### src/rtl/rts_pkg.sv
package rts_pkg;
  localparam logic [15:0] CMD_TX_ON   = 16'h8239;
  localparam logic [15:0] CMD_TX_OFF  = 16'h8201;
  localparam logic [15:0] CMD_STATUS  = 16'h0000;
  localparam logic [15:0] CMD_WR_BASE = 16'hB800;
  localparam logic [7:0]  FILL_BYTE   = 8'hAA;

  typedef enum logic [2:0] {
    SQ_IDLE, SQ_ON, SQ_STAT, SQ_WAIT, SQ_BYTE, SQ_OFF
  } seq_st_t;

  typedef enum logic [2:0] {
    SP_IDLE, SP_LEAD, SP_HIGH, SP_LOW, SP_TAIL, SP_GAP
  } spi_st_t;
endpackage

### src/rtl/rts_spi_engine.sv
module rts_spi_engine
  import rts_pkg::*;
#(
  parameter int HALF_CLKS = 2,
  parameter int WORD_W    = 16,
  parameter int GAP_SCK   = 2
) (
  input  logic              clk,
  input  logic              rst_n,
  input  logic              cmd_valid,
  input  logic [WORD_W-1:0] cmd_word,
  output logic              cmd_ready,
  output logic              xfer_done,
  output logic              sck,
  output logic              mosi,
  output logic              cs_n
);
  localparam int GAP_CLKS = 2 * HALF_CLKS * GAP_SCK;
  localparam int TW = $clog2(GAP_CLKS + 1);
  localparam int BW = $clog2(WORD_W);
  localparam logic [TW-1:0] HALF_END = TW'(HALF_CLKS - 1);
  localparam logic [TW-1:0] GAP_END  = TW'(GAP_CLKS - 1);
  localparam logic [BW-1:0] BIT_END  = BW'(WORD_W - 1);

  spi_st_t           st;
  logic [TW-1:0]     tick;
  logic [BW-1:0]     bit_idx;
  logic [WORD_W-1:0] shreg;
  logic              half_end;

  assign half_end  = (tick == HALF_END);
  assign cmd_ready = (st == SP_IDLE);
  assign mosi      = shreg[WORD_W-1];

  always_ff @(posedge clk) begin
    if (!rst_n) begin
      st        <= SP_IDLE;
      tick      <= '0;
      bit_idx   <= '0;
      shreg     <= '0;
      sck       <= 1'b0;
      cs_n      <= 1'b1;
      xfer_done <= 1'b0;
    end else begin
      xfer_done <= 1'b0;
      case (st)
        SP_IDLE: begin
          tick <= '0;
          if (cmd_valid) begin
            shreg <= cmd_word;
            cs_n  <= 1'b0;
            st    <= SP_LEAD;
          end
        end
        SP_LEAD: begin
          if (half_end) begin
            tick    <= '0;
            sck     <= 1'b1;
            bit_idx <= '0;
            st      <= SP_HIGH;
          end else begin
            tick <= tick + 1'b1;
          end
        end
        SP_HIGH: begin
          if (half_end) begin
            tick <= '0;
            sck  <= 1'b0;
            if (bit_idx == BIT_END) begin
              st <= SP_TAIL;
            end else begin
              shreg   <= {shreg[WORD_W-2:0], 1'b0};
              bit_idx <= bit_idx + 1'b1;
              st      <= SP_LOW;
            end
          end else begin
            tick <= tick + 1'b1;
          end
        end
        SP_LOW: begin
          if (half_end) begin
            tick <= '0;
            sck  <= 1'b1;
            st   <= SP_HIGH;
          end else begin
            tick <= tick + 1'b1;
          end
        end
        SP_TAIL: begin
          if (half_end) begin
            tick <= '0;
            cs_n <= 1'b1;
            st   <= SP_GAP;
          end else begin
            tick <= tick + 1'b1;
          end
        end
        SP_GAP: begin
          if (tick == GAP_END) begin
            tick      <= '0;
            xfer_done <= 1'b1;
            st        <= SP_IDLE;
          end else begin
            tick <= tick + 1'b1;
          end
        end
        default: st <= SP_IDLE;
      endcase
    end
  end

  // Checker state: deselect run length and rising edges per window
  localparam int GW = $clog2(GAP_CLKS + 2);
  localparam int EW = $clog2(WORD_W + 1);
  logic [GW-1:0] gap_cnt;
  logic [EW-1:0] edge_cnt;
  logic          sck_d;

  always_ff @(posedge clk) begin
    if (!rst_n) begin
      gap_cnt  <= GW'(GAP_CLKS);
      edge_cnt <= '0;
      sck_d    <= 1'b0;
    end else begin
      sck_d <= sck;
      if (cs_n) begin
        if (gap_cnt != GW'(GAP_CLKS)) gap_cnt <= gap_cnt + 1'b1;
      end else begin
        gap_cnt <= '0;
      end
      if (cs_n) edge_cnt <= '0;
      else if (sck && !sck_d) edge_cnt <= edge_cnt + 1'b1;
    end
  end

  a_r1_sck_low_deselected: assert property (@(posedge clk) disable iff (!rst_n)
    cs_n |-> !sck);

  a_r1_mosi_steady_high: assert property (@(posedge clk) disable iff (!rst_n)
    (sck && $past(sck)) |-> $stable(mosi));

  a_r1_sixteen_edges: assert property (@(posedge clk) disable iff (!rst_n)
    $rose(cs_n) |-> (edge_cnt == EW'(WORD_W)));

  a_r8_cs_gap: assert property (@(posedge clk) disable iff (!rst_n)
    $fell(cs_n) |-> (gap_cnt >= GW'(GAP_CLKS)));
endmodule

### src/rtl/rts_payload_buf.sv
module rts_payload_buf #(
  parameter int DEPTH = 16,
  parameter int DW    = 8
) (
  input  logic                     clk,
  input  logic                     rst_n,
  input  logic                     in_valid,
  input  logic [DW-1:0]            in_data,
  output logic                     in_ready,
  input  logic                     lock,
  input  logic                     clear,
  input  logic [$clog2(DEPTH)-1:0] rd_idx,
  output logic [DW-1:0]            rd_data
);
  localparam int PW = $clog2(DEPTH + 1);
  localparam int AW = $clog2(DEPTH);

  logic [DW-1:0] mem [DEPTH];
  logic [PW-1:0] wptr;
  logic          take;

  assign in_ready = !lock && (wptr < PW'(DEPTH));
  assign take     = in_valid && in_ready;
  assign rd_data  = mem[rd_idx];

  always_ff @(posedge clk) begin
    if (!rst_n)     wptr <= '0;
    else if (clear) wptr <= '0;
    else if (take)  wptr <= wptr + 1'b1;
  end

  always_ff @(posedge clk) begin
    if (take) mem[AW'(wptr)] <= in_data;
  end

  a_r7_fill_bounded: assert property (@(posedge clk) disable iff (!rst_n)
    (wptr == PW'(DEPTH)) |=> (wptr == PW'(DEPTH)) || (wptr == '0));
endmodule

### src/rtl/rts_frame_mux.sv
module rts_frame_mux
  import rts_pkg::*;
#(
  parameter int           MAX_PAY = 16,
  parameter int           PRE_N   = 3,
  parameter int           TRAIL_N = 2,
  parameter logic [7:0]   SYNC_HI = 8'h2D,
  parameter logic [7:0]   SYNC_LO = 8'hD4,
  parameter int           LEN_W   = 5,
  parameter int           IDX_W   = 5,
  parameter int           AW      = 4
) (
  input  logic [IDX_W-1:0] idx,
  input  logic [LEN_W-1:0] len,
  input  logic [7:0]       csum,
  input  logic [7:0]       pay_byte,
  output logic [AW-1:0]    pay_idx,
  output logic [7:0]       byte_o,
  output logic             is_pay,
  output logic             is_last
);
  localparam int PAY0 = PRE_N + 2;

  logic [IDX_W-1:0] ck_idx;
  logic [IDX_W-1:0] last_idx;

  assign ck_idx   = IDX_W'(PAY0) + IDX_W'(len);
  assign last_idx = ck_idx + IDX_W'(TRAIL_N);
  assign pay_idx  = AW'(idx - IDX_W'(PAY0));
  assign is_last  = (idx == last_idx);
  assign is_pay   = (idx >= IDX_W'(PAY0)) && (idx < ck_idx);

  always_comb begin
    if (idx < IDX_W'(PRE_N))        byte_o = FILL_BYTE;
    else if (idx == IDX_W'(PRE_N))  byte_o = SYNC_HI;
    else if (idx == IDX_W'(PRE_N + 1)) byte_o = SYNC_LO;
    else if (is_pay)                byte_o = pay_byte;
    else if (idx == ck_idx)         byte_o = csum;
    else                            byte_o = FILL_BYTE;
  end
endmodule

### src/rtl/rts_seq_fsm.sv
module rts_seq_fsm
  import rts_pkg::*;
#(
  parameter int MAX_PAY = 16,
  parameter int LEN_W   = 5,
  parameter int IDX_W   = 5
) (
  input  logic             clk,
  input  logic             rst_n,
  input  logic             start,
  input  logic [LEN_W-1:0] len_in,
  input  logic             irq_s,
  input  logic             cmd_ready,
  input  logic             xfer_done,
  input  logic [7:0]       frame_byte,
  input  logic             is_pay,
  input  logic             is_last,
  output logic             cmd_valid,
  output logic [15:0]      cmd_word,
  output logic [IDX_W-1:0] idx,
  output logic [LEN_W-1:0] len_q,
  output logic [7:0]       csum,
  output logic             busy,
  output logic             clear_fill,
  output logic             done
);
  seq_st_t st;
  logic    issued;
  logic    cmd_state;

  assign busy       = (st != SQ_IDLE);
  assign clear_fill = start && (st == SQ_IDLE);
  assign cmd_state  = (st == SQ_ON) || (st == SQ_STAT) || (st == SQ_BYTE) || (st == SQ_OFF);
  assign cmd_valid  = cmd_state && !issued;

  always_comb begin
    case (st)
      SQ_ON:   cmd_word = CMD_TX_ON;
      SQ_STAT: cmd_word = CMD_STATUS;
      SQ_BYTE: cmd_word = CMD_WR_BASE | {8'h00, frame_byte};
      SQ_OFF:  cmd_word = CMD_TX_OFF;
      default: cmd_word = CMD_STATUS;
    endcase
  end

  always_ff @(posedge clk) begin
    if (!rst_n) begin
      st     <= SQ_IDLE;
      issued <= 1'b0;
      idx    <= '0;
      len_q  <= '0;
      csum   <= '0;
      done   <= 1'b0;
    end else begin
      done <= 1'b0;
      if (cmd_valid && cmd_ready) issued <= 1'b1;
      case (st)
        SQ_IDLE: begin
          issued <= 1'b0;
          if (start) begin
            len_q <= (len_in > LEN_W'(MAX_PAY)) ? LEN_W'(MAX_PAY) : len_in;
            idx   <= '0;
            csum  <= '0;
            st    <= SQ_ON;
          end
        end
        SQ_ON: if (xfer_done) begin
          issued <= 1'b0;
          st     <= SQ_STAT;
        end
        SQ_STAT: if (xfer_done) begin
          issued <= 1'b0;
          st     <= SQ_WAIT;
        end
        SQ_WAIT: if (!irq_s) st <= SQ_BYTE;
        SQ_BYTE: if (xfer_done) begin
          issued <= 1'b0;
          if (is_pay) csum <= csum + frame_byte;
          if (is_last) begin
            st <= SQ_OFF;
          end else begin
            idx <= idx + 1'b1;
            st  <= SQ_WAIT;
          end
        end
        SQ_OFF: if (xfer_done) begin
          issued <= 1'b0;
          done   <= 1'b1;
          st     <= SQ_IDLE;
        end
        default: st <= SQ_IDLE;
      endcase
    end
  end

  a_r4_byte_after_ready: assert property (@(posedge clk) disable iff (!rst_n)
    (st == SQ_BYTE && $past(st) == SQ_WAIT) |-> !$past(irq_s));

  a_r9_done_single: assert property (@(posedge clk) disable iff (!rst_n)
    done |=> !done);

  a_r10_on_from_idle: assert property (@(posedge clk) disable iff (!rst_n)
    (st == SQ_ON && $past(st) != SQ_ON) |-> ($past(st) == SQ_IDLE));

  a_r2_off_after_last: assert property (@(posedge clk) disable iff (!rst_n)
    (st == SQ_OFF && $past(st) == SQ_BYTE) |-> $past(is_last));
endmodule

### src/rtl/radio_tx_sequencer.sv
module radio_tx_sequencer
  import rts_pkg::*;
#(
  parameter int         MAX_PAY  = 16,
  parameter int         SCK_HALF = 2,
  parameter int         PRE_N    = 3,
  parameter int         TRAIL_N  = 2,
  parameter logic [7:0] SYNC_HI  = 8'h2D,
  parameter logic [7:0] SYNC_LO  = 8'hD4
) (
  input  logic       clk,
  input  logic       rst_n,
  input  logic       start,
  input  logic [4:0] len,
  input  logic       pl_valid,
  input  logic [7:0] pl_data,
  output logic       pl_ready,
  input  logic       irq_n,
  output logic       spi_sck,
  output logic       spi_mosi,
  output logic       spi_cs_n,
  output logic       done
);
  localparam int LEN_W = 5;
  localparam int AW    = $clog2(MAX_PAY);
  localparam int IDX_W = $clog2(PRE_N + 2 + MAX_PAY + 1 + TRAIL_N);

  logic [1:0]       irq_sync;
  logic             cmd_valid, cmd_ready, xfer_done;
  logic [15:0]      cmd_word;
  logic [IDX_W-1:0] idx;
  logic [LEN_W-1:0] len_q;
  logic [7:0]       csum, frame_byte, pay_byte;
  logic [AW-1:0]    pay_idx;
  logic             is_pay, is_last, busy, clear_fill;

  always_ff @(posedge clk) begin
    if (!rst_n) irq_sync <= 2'b11;
    else        irq_sync <= {irq_sync[0], irq_n};
  end

  rts_payload_buf #(.DEPTH(MAX_PAY), .DW(8)) u_buf (
    .clk(clk), .rst_n(rst_n),
    .in_valid(pl_valid), .in_data(pl_data), .in_ready(pl_ready),
    .lock(busy), .clear(clear_fill),
    .rd_idx(pay_idx), .rd_data(pay_byte)
  );

  rts_frame_mux #(
    .MAX_PAY(MAX_PAY), .PRE_N(PRE_N), .TRAIL_N(TRAIL_N),
    .SYNC_HI(SYNC_HI), .SYNC_LO(SYNC_LO),
    .LEN_W(LEN_W), .IDX_W(IDX_W), .AW(AW)
  ) u_mux (
    .idx(idx), .len(len_q), .csum(csum), .pay_byte(pay_byte),
    .pay_idx(pay_idx), .byte_o(frame_byte), .is_pay(is_pay), .is_last(is_last)
  );

  rts_seq_fsm #(.MAX_PAY(MAX_PAY), .LEN_W(LEN_W), .IDX_W(IDX_W)) u_fsm (
    .clk(clk), .rst_n(rst_n), .start(start), .len_in(len),
    .irq_s(irq_sync[1]), .cmd_ready(cmd_ready), .xfer_done(xfer_done),
    .frame_byte(frame_byte), .is_pay(is_pay), .is_last(is_last),
    .cmd_valid(cmd_valid), .cmd_word(cmd_word), .idx(idx), .len_q(len_q),
    .csum(csum), .busy(busy), .clear_fill(clear_fill), .done(done)
  );

  rts_spi_engine #(.HALF_CLKS(SCK_HALF), .WORD_W(16), .GAP_SCK(2)) u_spi (
    .clk(clk), .rst_n(rst_n),
    .cmd_valid(cmd_valid), .cmd_word(cmd_word), .cmd_ready(cmd_ready),
    .xfer_done(xfer_done), .sck(spi_sck), .mosi(spi_mosi), .cs_n(spi_cs_n)
  );
endmodule

### config.mk
export PLATFORM = sky130hd
export DESIGN_NAME = radio_tx_sequencer
export DESIGN_NICKNAME = d
export VERILOG_FILES = /design/src/rtl/rts_pkg.sv /design/src/rtl/rts_spi_engine.sv /design/src/rtl/rts_payload_buf.sv /design/src/rtl/rts_frame_mux.sv /design/src/rtl/rts_seq_fsm.sv /design/src/rtl/radio_tx_sequencer.sv
export SDC_FILE = /design/constraint.sdc
export NUM_CORES = 1
export LEC_CHECK = 0
export CAP_MARGIN = 20
export CELL_PAD_IN_SITES_DETAIL_PLACEMENT = 0
export CELL_PAD_IN_SITES_GLOBAL_PLACEMENT = 1
export CORE_MARGIN = 1
export CORE_UTILIZATION = 51
export DETAILED_ROUTE_END_ITERATION = 10
export PLACE_DENSITY_LB_ADDON = 0.12
export SKIP_CTS_REPAIR_TIMING = 1
export SLEW_MARGIN = 15
export SYNTH_ARGS = -nofsm -noshare
export SYNTH_HDL_FRONTEND = slang
export SYNTH_SLANG_ARGS = --single-unit
### constraint.sdc
create_clock -name clk -period 4.4 [get_ports clk]
set_input_delay 0.88 -clock clk [delete_from_list [all_inputs] [get_ports clk]]
set_output_delay 0.88 -clock clk [all_outputs]
set_load 0.02 [all_outputs]
==> metrics.cfg <==
[yosys]
synth_edf_count = 128
yosysSeqAreaShare_pct = 58.9
syn_area_sq_um = 8570
ys_ff_latch = 188
synthTopCellsByArea = edfxtp_1 45%, dfxtp_1 14%, mux4_2 10%, ha_1 3.7%, nor2_1 3.2%
syn_inst = 660
yosys-top-cells-count = 128 x edfxtp_1, 73 x nor2_1, 60 x dfxtp_1
ys_types = 72
synth_warnings = 0
synth_top_area_share_pct = 44.9
synth_top_area_cell = edfxtp_1
async_flop_share_pct = 0
syn_area_per_cell_sq_um = 13.0
synth_flop_cell = edfxtp_1
syn-num-nets = 704
yosysMostFrequentCell = edfxtp_1

[floorplanning]
core_area_sq_um = 16500
die_w_microns = 132
die_h_microns = 132
io_pins = 23
rows = 47
start_util_pct = 52.0
die-area_sq_um = 17300

[placement]
dpl.cell_count = 884
gp_congestion = 0.887
portBuffers = 22
hpwl_microns = 11500

[sta]
period_share_pct = 93.8
final.setup.tns_ns = 0
fin_skew_ns = 0.0154
maxSlewHeadroom_pct = 34.4
max_clock_freq_mhz = 242
drv_slew = 0
tightest_slew_ns = 0.980
fin_crit_ns = 4.13
fin_hold_ws_ns = 0.423
hold_viol_final = 0
finalSetupViolCount = 0

[detailed_routing]
wl_microns = 16900
ant_nets = 0
drc = 0
vias = 5283
wl_per_cell_microns = 18.4
drtIter0Drc = 266
first_pass_iters = 4
vias_per_cell = 5.75

[power_and_ir_drop]
power.leakage_nw = 3.21
vdd_drop_max_mv = 0.413
p_total_w = 0.00385
powerDensity_nw_per_um2 = 401

[grt]
grt_pass1_wl_microns = 27200
grt_max_degree = 40
grt_pass1_vias = 5148
grt_usage_pct = 20.7
antenna_found_initial = 0
grt.overflow.total = 0

[critical_path]
crit_type = register to register
worstSetupEndpointType = register
reg2reg_slack_ns = 0.27
worst_ep_arrival_time_ns = 4.45
crit_required_ns = 4.72
worstSetupStartpointType = register
path_max_fanout = 5

[final_layout]
drive_above_1_share_pct = 14.5
syn_to_final_growth_pct = 12.1
fin_util_pct = 58.3
fin_cells = 918
n_fill_cell = 1342
diodes = 0
nets = 729

[clocking]
htree_levels = 4
cts-root-buf = clkbuf_16
numCtsBuffers = 17
path_clk_slew_ns = 0.07
clock_sinks = 188
clkLatencyLatePin_ns = 0.43
clk_path_buf_depth = 2
cts_tree = done

[outcome]
status = complete, no violations

[min_path]
hold_path_class = register to register

[job]
drv_cap = 0

[state kept, by name, summed over array words and instances (netlist names)]
| name | count |
|---|---|
| u_fsm.issued | 1 |
| u_spi.xfer_done | 1 |
| u_spi.sck | 1 |
| u_spi.cs_n | 1 |
| u_fsm.st | 3 |
| u_fsm.csum | 8 |
| u_fsm.idx | 5 |
| u_buf.wptr | 5 |
| u_spi.st | 3 |
| irq_sync | 2 |
| u_buf.mem | 128 |
| u_spi.shreg | 16 |
| u_spi.tick | 4 |
| u_spi.bit_idx | 4 |
| u_fsm.len_q | 5 |
| u_fsm.done | 1 |
[cells by family (layout without fill, tap and decap cells)]
logic type	after synthesis	after routing	share of synthesized area, %
AND/OR/NAND/NOR	210	210	12.1
flip-flops	188	188	58.9
AO/OA/AOI/OAI	121	121	8.94
buffers and inverters	50	88	2.82
multiplexers	46	46	11.1
adder cells (fa/ha/maj)	26	26	3.88
XOR/XNOR	19	19	2.25
[cells in the final DEF, fill, tap and decap left out, types with 4 or more instances in the layout]
cell type,synthesis,routed
inv_6,0,4
clkbuf_16,0,17
mux2i_1,5,5
edfxtp_1,128,128
xor2_1,11,11
a211oi_1,5,5
buf_4,6,12
clkdlybuf4s50_1,0,22
nor3b_1,6,6
nor2b_1,7,7
mux4_2,39,39
xnor2_1,6,6
nand2b_1,10,10
nand4_1,6,6
nand2_1,38,38
a31oi_1,10,10
ha_1,25,25
or3_1,7,7
nand3_1,20,20
nor3_1,18,18
nor2_1,73,73
o21ai_0,28,28
o21a_1,4,4
inv_1,18,18
a21oi_1,39,39
a21boi_0,4,4
dfxtp_1,60,59
[cell type report]
cell class	count	area [sq um]	share of cell area (%)
well taps	220	275	2.87
repair buffers	38	370	3.86
inverters	18	67.6	0.704
clock buffers	19	443	4.61
multi-input cells	422	3290	34.3
clock inverters	13	108	1.12
flip-flops and latches	188	5050	52.6
[per-layer routing]
layer  GRT usage, %  vias to the layer above  routed length (microns)
li1               -                     2554                        -
met1           27.5                     2626                     7780
met2           33.5                       89                     8270
met3           5.02                       14                      602
met4           6.65                        0                      265
met5              0                        -                        0
[final timing paths]
| path | from | end | cells after the start |
|---|---|---|---|
| worst max register to register | u_fsm.len_q[0] | u_fsm.csum[7] | 17 |
| worst min register to register | irq_sync[0] | irq_sync[1] | 1 |
| worst max-delay path | u_fsm.len_q[0] | u_fsm.csum[7] | 17 |
| worst min-delay path | irq_sync[0] | irq_sync[1] | 1 |
[worst max-delay path, stage by stage (launching register included)]
cell	delay, ns
dfxtp_1	0.34
ha_1	0.28
o21ai_1	0.25
xor2_1	0.18
ha_1	0.28
a21o_1	0.17
a211o_1	0.31
nor2_2	0.17
nor3_1	0.09
o31ai_2	0.29
ha_1	0.30
a21o_1	0.19
a21oi_1	0.22
o21ai_0	0.21
o41ai_2	0.29
xnor2_1	0.18
mux2i_1	0.20
a21oi_1	0.08
[per-stage QoR]
step	cell area, sq um	setup slack [ns]
finish	9600	0.271
global route	9600	-0.0253
CTS	9570	0.0535
detailed placement	9020	0.0593
global placement	9020	0.273
floorplan	8570	0.375
[power breakdown]
group / switching, W / internal, W / total, W
Clock: 0.000676 / 0.000752 / 0.00143
Combinational: 0.000249 / 0.000155 / 0.000404
Sequential: 0.0000616 / 0.00196 / 0.00202
Note: power is estimated with default switching activity, not from simulation.
